==> src/rtl/f2u_pkg.sv <==
package f2u_pkg;
    typedef enum logic [2:0] {
        CLS_ZERO     = 3'd0,
        CLS_POS_SUB  = 3'd1,
        CLS_POS_NORM = 3'd2,
        CLS_POS_INF  = 3'd3,
        CLS_NEG      = 3'd4,
        CLS_NAN      = 3'd5
    } opclass_t;
endpackage

==> src/rtl/f2u_sort.sv <==
module f2u_sort #(
    parameter int EXP_W = 8,
    parameter int MAN_W = 23
) (
    input  logic             sign,
    input  logic [EXP_W-1:0] exp_f,
    input  logic [MAN_W-1:0] man_f,
    output f2u_pkg::opclass_t cls
);
    import f2u_pkg::*;

    logic exp_ones, exp_zero, man_zero;

    always_comb begin
        exp_ones = &exp_f;
        exp_zero = ~|exp_f;
        man_zero = ~|man_f;
        if (exp_ones && !man_zero)
            cls = CLS_NAN;
        else if (exp_zero && man_zero)
            cls = CLS_ZERO;
        else if (sign)
            cls = CLS_NEG;
        else if (exp_ones)
            cls = CLS_POS_INF;
        else if (exp_zero)
            cls = CLS_POS_SUB;
        else
            cls = CLS_POS_NORM;
    end
endmodule

==> src/rtl/f2u_align.sv <==
module f2u_align #(
    parameter int EXP_W = 8,
    parameter int MAN_W = 23,
    parameter int OUT_W = 32
) (
    input  logic [EXP_W-1:0] exp_f,
    input  logic [MAN_W-1:0] man_f,
    output logic [OUT_W-1:0] mag,
    output logic             frac_lost,
    output logic             too_big
);
    localparam int SIG_W = MAN_W + 1;
    localparam int BIAS  = (1 << (EXP_W - 1)) - 1;
    localparam int POINT = BIAS + MAN_W;
    localparam int TOP_E = BIAS + OUT_W;

    logic [SIG_W-1:0]   sig;
    logic [2*SIG_W-1:0] wide;
    logic [EXP_W-1:0]   rs;
    logic [EXP_W-1:0]   ls;

    always_comb begin
        sig       = {1'b1, man_f};
        mag       = '0;
        frac_lost = 1'b0;
        too_big   = 1'b0;
        wide      = '0;
        rs        = '0;
        ls        = '0;
        if (exp_f >= EXP_W'(TOP_E)) begin
            too_big = 1'b1;
            mag     = '1;
        end else if (exp_f >= EXP_W'(POINT)) begin
            ls  = exp_f - EXP_W'(POINT);
            mag = OUT_W'(sig) << ls;
        end else if (exp_f >= EXP_W'(BIAS)) begin
            rs        = EXP_W'(POINT) - exp_f;
            wide      = {sig, {SIG_W{1'b0}}} >> rs;
            mag       = OUT_W'(wide[2*SIG_W-1:SIG_W]);
            frac_lost = |wide[SIG_W-1:0];
        end else begin
            frac_lost = 1'b1;
        end
    end


    always_comb begin
        if (exp_f >= EXP_W'(POINT))
            left_exact_chk: assert (!frac_lost);
    end
endmodule

==> src/rtl/fp32_to_u32_trunc.sv <==
module fp32_to_u32_trunc #(
    parameter int EXP_W = 8,
    parameter int MAN_W = 23,
    parameter int OUT_W = 32
) (
    input  logic                   clk,
    input  logic                   rst_n,
    input  logic                   in_valid,
    input  logic [EXP_W+MAN_W:0]   in_operand,
    output logic                   out_valid,
    output logic [OUT_W-1:0]       out_result,
    output logic                   out_invalid,
    output logic                   out_inexact,
    output logic                   flag_write,
    output logic                   summary_clear
);
    import f2u_pkg::*;

    localparam int IN_W = EXP_W + MAN_W + 1;

    logic             op_sign;
    logic [EXP_W-1:0] op_exp;
    logic [MAN_W-1:0] op_man;
    opclass_t         cls;
    logic [OUT_W-1:0] mag;
    logic             frac_lost;
    logic             too_big;

    logic [OUT_W-1:0] nx_result;
    logic             nx_invalid;
    logic             nx_inexact;

    assign op_sign = in_operand[IN_W-1];
    assign op_exp  = in_operand[IN_W-2:MAN_W];
    assign op_man  = in_operand[MAN_W-1:0];

    f2u_sort #(.EXP_W(EXP_W), .MAN_W(MAN_W)) u_sort (
        .sign  (op_sign),
        .exp_f (op_exp),
        .man_f (op_man),
        .cls   (cls)
    );

    f2u_align #(.EXP_W(EXP_W), .MAN_W(MAN_W), .OUT_W(OUT_W)) u_align (
        .exp_f     (op_exp),
        .man_f     (op_man),
        .mag       (mag),
        .frac_lost (frac_lost),
        .too_big   (too_big)
    );

    always_comb begin
        nx_result  = '0;
        nx_invalid = 1'b0;
        nx_inexact = 1'b0;
        unique case (cls)
            CLS_ZERO: ;
            CLS_POS_SUB: nx_inexact = 1'b1;
            CLS_POS_NORM: begin
                if (too_big) begin
                    nx_result  = '1;
                    nx_invalid = 1'b1;
                end else begin
                    nx_result  = mag;
                    nx_inexact = frac_lost;
                end
            end
            CLS_POS_INF: begin
                nx_result  = '1;
                nx_invalid = 1'b1;
            end
            CLS_NEG, CLS_NAN: nx_invalid = 1'b1;
            default: nx_invalid = 1'b1;
        endcase
    end

    always_ff @(posedge clk or negedge rst_n) begin
        if (!rst_n) begin
            out_valid     <= 1'b0;
            out_result    <= '0;
            out_invalid   <= 1'b0;
            out_inexact   <= 1'b0;
            flag_write    <= 1'b0;
            summary_clear <= 1'b0;
        end else begin
            out_valid     <= in_valid;
            flag_write    <= in_valid & (nx_invalid | nx_inexact);
            summary_clear <= in_valid & ~(nx_invalid | nx_inexact);
            if (in_valid) begin
                out_result  <= nx_result;
                out_invalid <= nx_invalid;
                out_inexact <= nx_inexact;
            end
        end
    end


    valid_lat_chk: assert property (@(posedge clk) disable iff (!rst_n)
        in_valid |=> out_valid);

    hold_chk: assert property (@(posedge clk) disable iff (!rst_n)
        !in_valid |=> $stable(out_result) && $stable(out_invalid) && !out_valid);

    strobe_one_chk: assert property (@(posedge clk) disable iff (!rst_n)
        out_valid |-> $onehot({flag_write, summary_clear}));

    strobe_idle_chk: assert property (@(posedge clk) disable iff (!rst_n)
        !out_valid |-> !flag_write && !summary_clear);

    nan_zero_chk: assert property (@(posedge clk) disable iff (!rst_n)
        (in_valid && (&op_exp) && (|op_man)) |=>
            out_result == '0 && out_invalid && !out_inexact);

    neg_zero_chk: assert property (@(posedge clk) disable iff (!rst_n)
        (in_valid && op_sign && (|in_operand[IN_W-2:0])) |=>
            out_result == '0 && out_invalid);

    inv_masks_inx_chk: assert property (@(posedge clk) disable iff (!rst_n)
        out_invalid |-> !out_inexact);
endmodule

==> config.mk <==
export PLATFORM = sky130hd
export DESIGN_NAME = fp32_to_u32_trunc
export DESIGN_NICKNAME = d
export VERILOG_FILES = /design/src/rtl/f2u_pkg.sv /design/src/rtl/f2u_sort.sv /design/src/rtl/f2u_align.sv /design/src/rtl/fp32_to_u32_trunc.sv
export SDC_FILE = /design/constraint.sdc
export NUM_CORES = 1
export LEC_CHECK = 0
export BUFFER_PORTS_ARGS = -buffer_cell sky130_fd_sc_hd__buf_2
export CAP_MARGIN = 20
export CORE_MARGIN = 2
export CORE_UTILIZATION = 45
export CTS_CLUSTER_DIAMETER = 40
export DETAILED_ROUTE_END_ITERATION = 8
export PLACE_DENSITY_LB_ADDON = 0.15
export RECOVER_POWER = 25
export SYNTH_ARGS = -nofsm -noshare
export SYNTH_HDL_FRONTEND = slang
export SYNTH_SLANG_ARGS = --single-unit
==> constraint.sdc <==
create_clock -name clk -period 2.12 [get_ports clk]
set_input_delay 0.636 -clock clk [delete_from_list [all_inputs] [get_ports clk]]
set_output_delay 0.636 -clock clk [all_outputs]
set_load 0.05 [all_outputs]
# Word level (Yosys, flattened, before mapping)
# Index checks and enable logic that the tools add are counted.
# word_totals
ff_bits	37
in_bits	35
output_inout_bits	37
elab_cells	48
# classes
add_sub_neg	2
n_lt_le_gt_ge	3
eq_ne	3
shift	2
muxes	18
n_bitwise	4
n_reduce_logical	10
# ops
cell	n
32-bit two-way mux	3
32-bit case mux with 2 select lines	1
48-bit by 8-bit >> shifter with 48-bit output	1
24-bit by 8-bit left shift with 32-bit output	1
24-bit two-way mux	1
24-bit OR reduction	1
23-bit OR reduction	1
8-bit >= comparator, second input constant	2
3-bit two-way mux	4
8-bit by 7-bit >= comparator with 1-bit output, second input constant	1
8-bit AND reduction	1
8-bit OR reduction	1
8-bit subtractor, first input constant	1
8-bit subtractor, second input constant	1
3-bit by 2-bit equality test with 1-bit output, second input constant	2
1-bit two-way mux	6
1-bit case mux with 2 select lines	2
3-bit by 1-bit equality test with 1-bit output, second input constant	1
3-bit logical NOT	1
1-bit AND	2
1-bit logical AND	2
1-bit logical NOT	2
2-bit two-way mux	1
2-bit OR reduction	1
other kinds (2)	2

# Depth between registers and ports, before layout
# depth
depth_word	12
depth_mapped	15
ltp_nobuf	10

# Cells and area by module
# From an unflattened synthesis, not the netlist that was laid out.
# hier_totals
cells_unflattened	690
hier_area_um2	5881.9
# by_module_without_submodules
mod	n_inst	cells_each	area_per_inst_um2	seq_area_each_um2
f2u_align	1	509	3739.8	0.0
fp32_to_u32_trunc	1	160	2006.9	925.9
f2u_sort	1	21	135.1	0.0

# Least setup slack after synthesis
# OpenSTA, ideal clock, no wires.
# synth_timing
kind	input to register
from	input in_operand[23]
to	register summary_clear
setup_ns	0.067
arrival_ns	3.906
t_required_ns	2.053
slack_ns	-1.853
path_stages	15
n_path_buf	5
path_cell_list	buf_4 > buf_2 > inv_1 > clkbuf_1 > ha_1 > buf_2 > inv_1 > clkbuf_1 > mux4_1 > nor3_1 > nand3_1 > a22oi_1 > o22ai_1 > o31ai_2 > and3_1
# synth_between
elab_chain_cells	12
elab_cells_between_ends	31
cone_classes	add/sub (1); order compare (3); eq/ne (2); shift (1); mux (13); bitwise (3); reduce/logical (8)
# synth_rtl
item	line_no	source
start: declaration	fp32_to_u32_trunc.sv:9	input logic [EXP_W+MAN_W:0] in_operand,
parallel branches: the longest is 9 deep, another holds 8-bit subtractor	-	
1-bit OR (*)	fp32_to_u32_trunc.sv:88	summary_clear <= in_valid & ~(nx_invalid | nx_inexact);
1-bit NOT (*)	fp32_to_u32_trunc.sv:88	
1-bit AND (*)	fp32_to_u32_trunc.sv:88	
end signal: assignment	fp32_to_u32_trunc.sv:88	
end: declaration	fp32_to_u32_trunc.sv:15	output logic summary_clear
# Every way passes the cells marked *.
# A chain may end at the register's enable or synchronous reset.

# Worst setup path in the final report
# layout_timing
from	input in_operand[24]
to	register out_result[19]
# layout_between
elab_chain_cells	8
elab_cells_between_ends	25
cone_classes	add/sub (2); order compare (3); eq/ne (2); shift (2); mux (11); reduce/logical (5)
# layout_rtl
item	line_no	source
parallel branches: the longest is 7 deep, another holds 8-bit subtractor	-	
32-bit case mux with 2 select lines (*)	fp32_to_u32_trunc.sv:56	unique case (cls)
end signal: assignment	fp32_to_u32_trunc.sv:90	out_result <= nx_result;
end: declaration	fp32_to_u32_trunc.sv:11	output logic [OUT_W-1:0] out_result,
# Marks and branches as above.

==> qor.yml <==
cells_and_area:
  final_area_sq_mm: 0.009220
  drive_above_1_share_pct: 55.18
  finalNonFillerCells: 1127
  fin_nets: 1023
  syn_to_final_growth_pct: 70.86
  antenna_cells: 0
power_and_ir_drop:
  p_per_area_mw_per_mm2: 484.6
  power.leakage_uw: 0.004126
  ir_drop_uv: 302.5
worst_setup_path:
  crit_path_frequent_cell: "buf_8"
  rr_worst_depth: 4
  startpoint_type: "input port"
  crit_path_start: "in_operand[24]"
  worstReg2RegEnd: "out_result[19]"
  reg2reg_slack_ps: 1100
  arrival_ps: 3140
  crit_path_end: "out_result[19]"
  r2r_start: "out_result[19]"
  crit_type: "input port to register"
  cp_cell_sequence: "buf_8 > buf_6 > ha_4 > or4_1 > or3_1 > a21oi_2 > or2_4 > buf_6 > buf_8 > buf_8 > nand2_4 > mux2i_1 > a31oi_1 > a21oi_1"
  critPathMaxStageDelay_ps: 390
  cp.required_ps: 2330
  end_kind: "register"
  cpMaxStageDelayCell: "or4_1"
  crit_fanout: 5
clock_network:
  cts_tree: "done"
  cts_buffers: 5
  htree_levels: 2
  clkSinkCount: 37
  clk_pin_slew_ps: 50
  clockBufferDepth: 2
  cts_root_buffer: "clkbuf_16"
  insertion_delay_ps: 280
timing:
  holdWs_ps: 467.6
  finalMaxSlewViolations: 0
  rsz0062_at_grt: "true"
  tightest_slew_ps: 882.1
  finalCritPeriodShare_pct: 138.3
  setup_slack_ps: -811.6
  max_freq_ghz: 0.3411
  hold_viol: 0
  finalSetupViolations: 35
  period_needed_ps: 2932
  slew_headroom_pct: 40.77
  skew_ps: 0
logic_synthesis:
  synth_ff_type: "dfrtp_1"
  synth_top_area_share_pct: 17.16
  synth.avg_cell_area_sq_um: 7.720
  ys_seq_elements: 37
  synth_largest_area_cell: "dfrtp_1"
  synthArstFlopShare_pct: 100.0
  yosys-top-cells-count: "nand2_1 (96), o21ai_0 (70), mux2i_1 (65)"
  syn_nets: 739
  synth_enable_flop_cells: 0
  yosysMostFrequentCell: "nand2_1"
  synthTopCellsByArea: "dfrtp_1 (17%), mux2i_1 (12%), nand2_1 (6.7%)"
  ys_seq_area_share_pct: 17.16
  syn_inst: 699
  yosys_warnings: 0
  synth_area_sq_mm: 0.005396
  synth_cell_types: 74
routing:
  wire_per_inst_um: 22.40
  ant_nets: 0
  drt_iter0_drc: 693
  totalWireLength_um: 25250
  dr.pass1.iters: 5
  viasPerCell: 6.445
  drc: 0
  vias: 7264
floorplanning:
  initial_core_util_pct: 46.66
  die_y_um: 113.5
  dieArea_sq_mm: 0.01288
  coreArea_sq_mm: 0.01156
  die-width_um: 113.5
  ios: 72
  rows: 39
status:
  violations: "negative setup slack"
  outcome: "finished with violations"
placed_design:
  port_buffers: 71
  dp_cells: 1074
  place_hpwl_um: 18660
  gp_congestion: 1.098
  place_area_sq_mm: 0.007562
min_path:
  hold_class: "input port to async pin"
global_route:
  grt.overflow.total: 0
  grt_pass1_wl_um: 37810
  grt_pass1_vias: 6946
  antenna_found_initial: 0
  grt_max_degree: 38
  grt_use_total_pct: 37.21
run:
  max_cap_violations: 0
## metal layers
layer	vias to the layer above	global-route usage, %	wire (um)
met4	0	22.93	1741
met1	3486	46.91	9599
met5	-	0	0
met2	449	62.24	12000
met3	125	2.763	1908
li1	3204	-	-
## layout make-up
type	count	area [sq um]
timing repair buffer	348	2725
tap	143	178.9
inverter	19	81.33
clock buffer	6	138.9
sequential	37	925.9
clock inverter	2	37.54
multi-input combinational	572	5132
fill	788	2345
## state kept, by name, summed over array words and instances, names as in the netlist
signal and flops:
out_invalid 1, out_result 32, out_valid 1, out_inexact 1
summary_clear 1, flag_write 1
## cells in the final DEF, fill, tap and decap left out, types with 8 or more instances in the layout
cell,instances
buf_12,8
nor2_1,29
mux2_2,14
nand2_1,79
dfrtp_1,37
buf_4,234
a21oi_2,14
nand2_4,10
nor3_1,12
buf_2,67
a21oi_1,16
a21boi_0,19
mux4_2,16
o21ai_0,30
o211ai_1,8
o21ai_1,30
mux2i_1,56
nand3_1,15
buf_6,30
a31oi_1,8
inv_1,16
## worst min-delay path by stage
stage	start	endpoint	slack, ps	cells after the start
2_1_floorplan	rst_n	flag_write	340	0
3_3_place_gp	out_inexact	out_inexact	470	2
3_5_place_dp	out_inexact	out_inexact	480	2
4_1_cts	rst_n	out_result[28]	460	1
5_1_grt	out_inexact	out_inexact	520	2
6_report	rst_n	out_result[22]	470	1
## repair_timing
action	4_1_cts	5_1_grt
endpoints found under the setup margin	35	36
pin swaps	64	59
hold buffers	0	0
cloned	0	1
resized for setup	163	83
hold endpoints to repair	0	0
setup buffers	28	24
## where the power goes
group	switching, uW	leakage (uW)	total, uW	internal [uW]
combinational	1580	0.00356	2810	1230
sequential	29.3	0.000484	794	765
clock	279	0.0000831	865	586
## logic make-up (layout without fill, tap and decap cells)
| group | after synthesis | in the layout | synth area share (%) |
|---|---|---|---|
| AOI/OAI and AO/OA | 229 | 229 | 27.96 |
| and+or+nand+nor | 221 | 221 | 19.11 |
| adders and majority gates | 5 | 5 | 1.159 |
| muxes | 102 | 102 | 24.44 |
| DFF | 37 | 37 | 17.16 |
| buffers and inverters | 90 | 375 | 7.396 |
| xor gates and xnor gates | 15 | 15 | 2.782 |
## stage by stage
| step | power, uW | utilization [%] | setup slack (ps) | TNS (ps) |
|---|---|---|---|---|
| after floorplan | 2088 | - | -1054 | -20140 |
| after global placement | 2982 | 65.39 | -1292 | -32550 |
| after detailed placement | 3007 | 65.39 | -1296 | -33400 |
| after CTS | 4175 | 74.66 | -808.7 | -22040 |
| after global routing | 4639 | 79.73 | -926.1 | -25780 |
| final | 4468 | 79.73 | -811.6 | -23150 |
## critical path, delay by kind of cell
family | cells | cell delay, ps
compound gates | 3 | 500
fa+ha+maj | 1 | 160
buf+inv | 5 | 580
mux | 1 | 190
simple gates | 4 | 1050
Power figures use the tool's default switching activity.
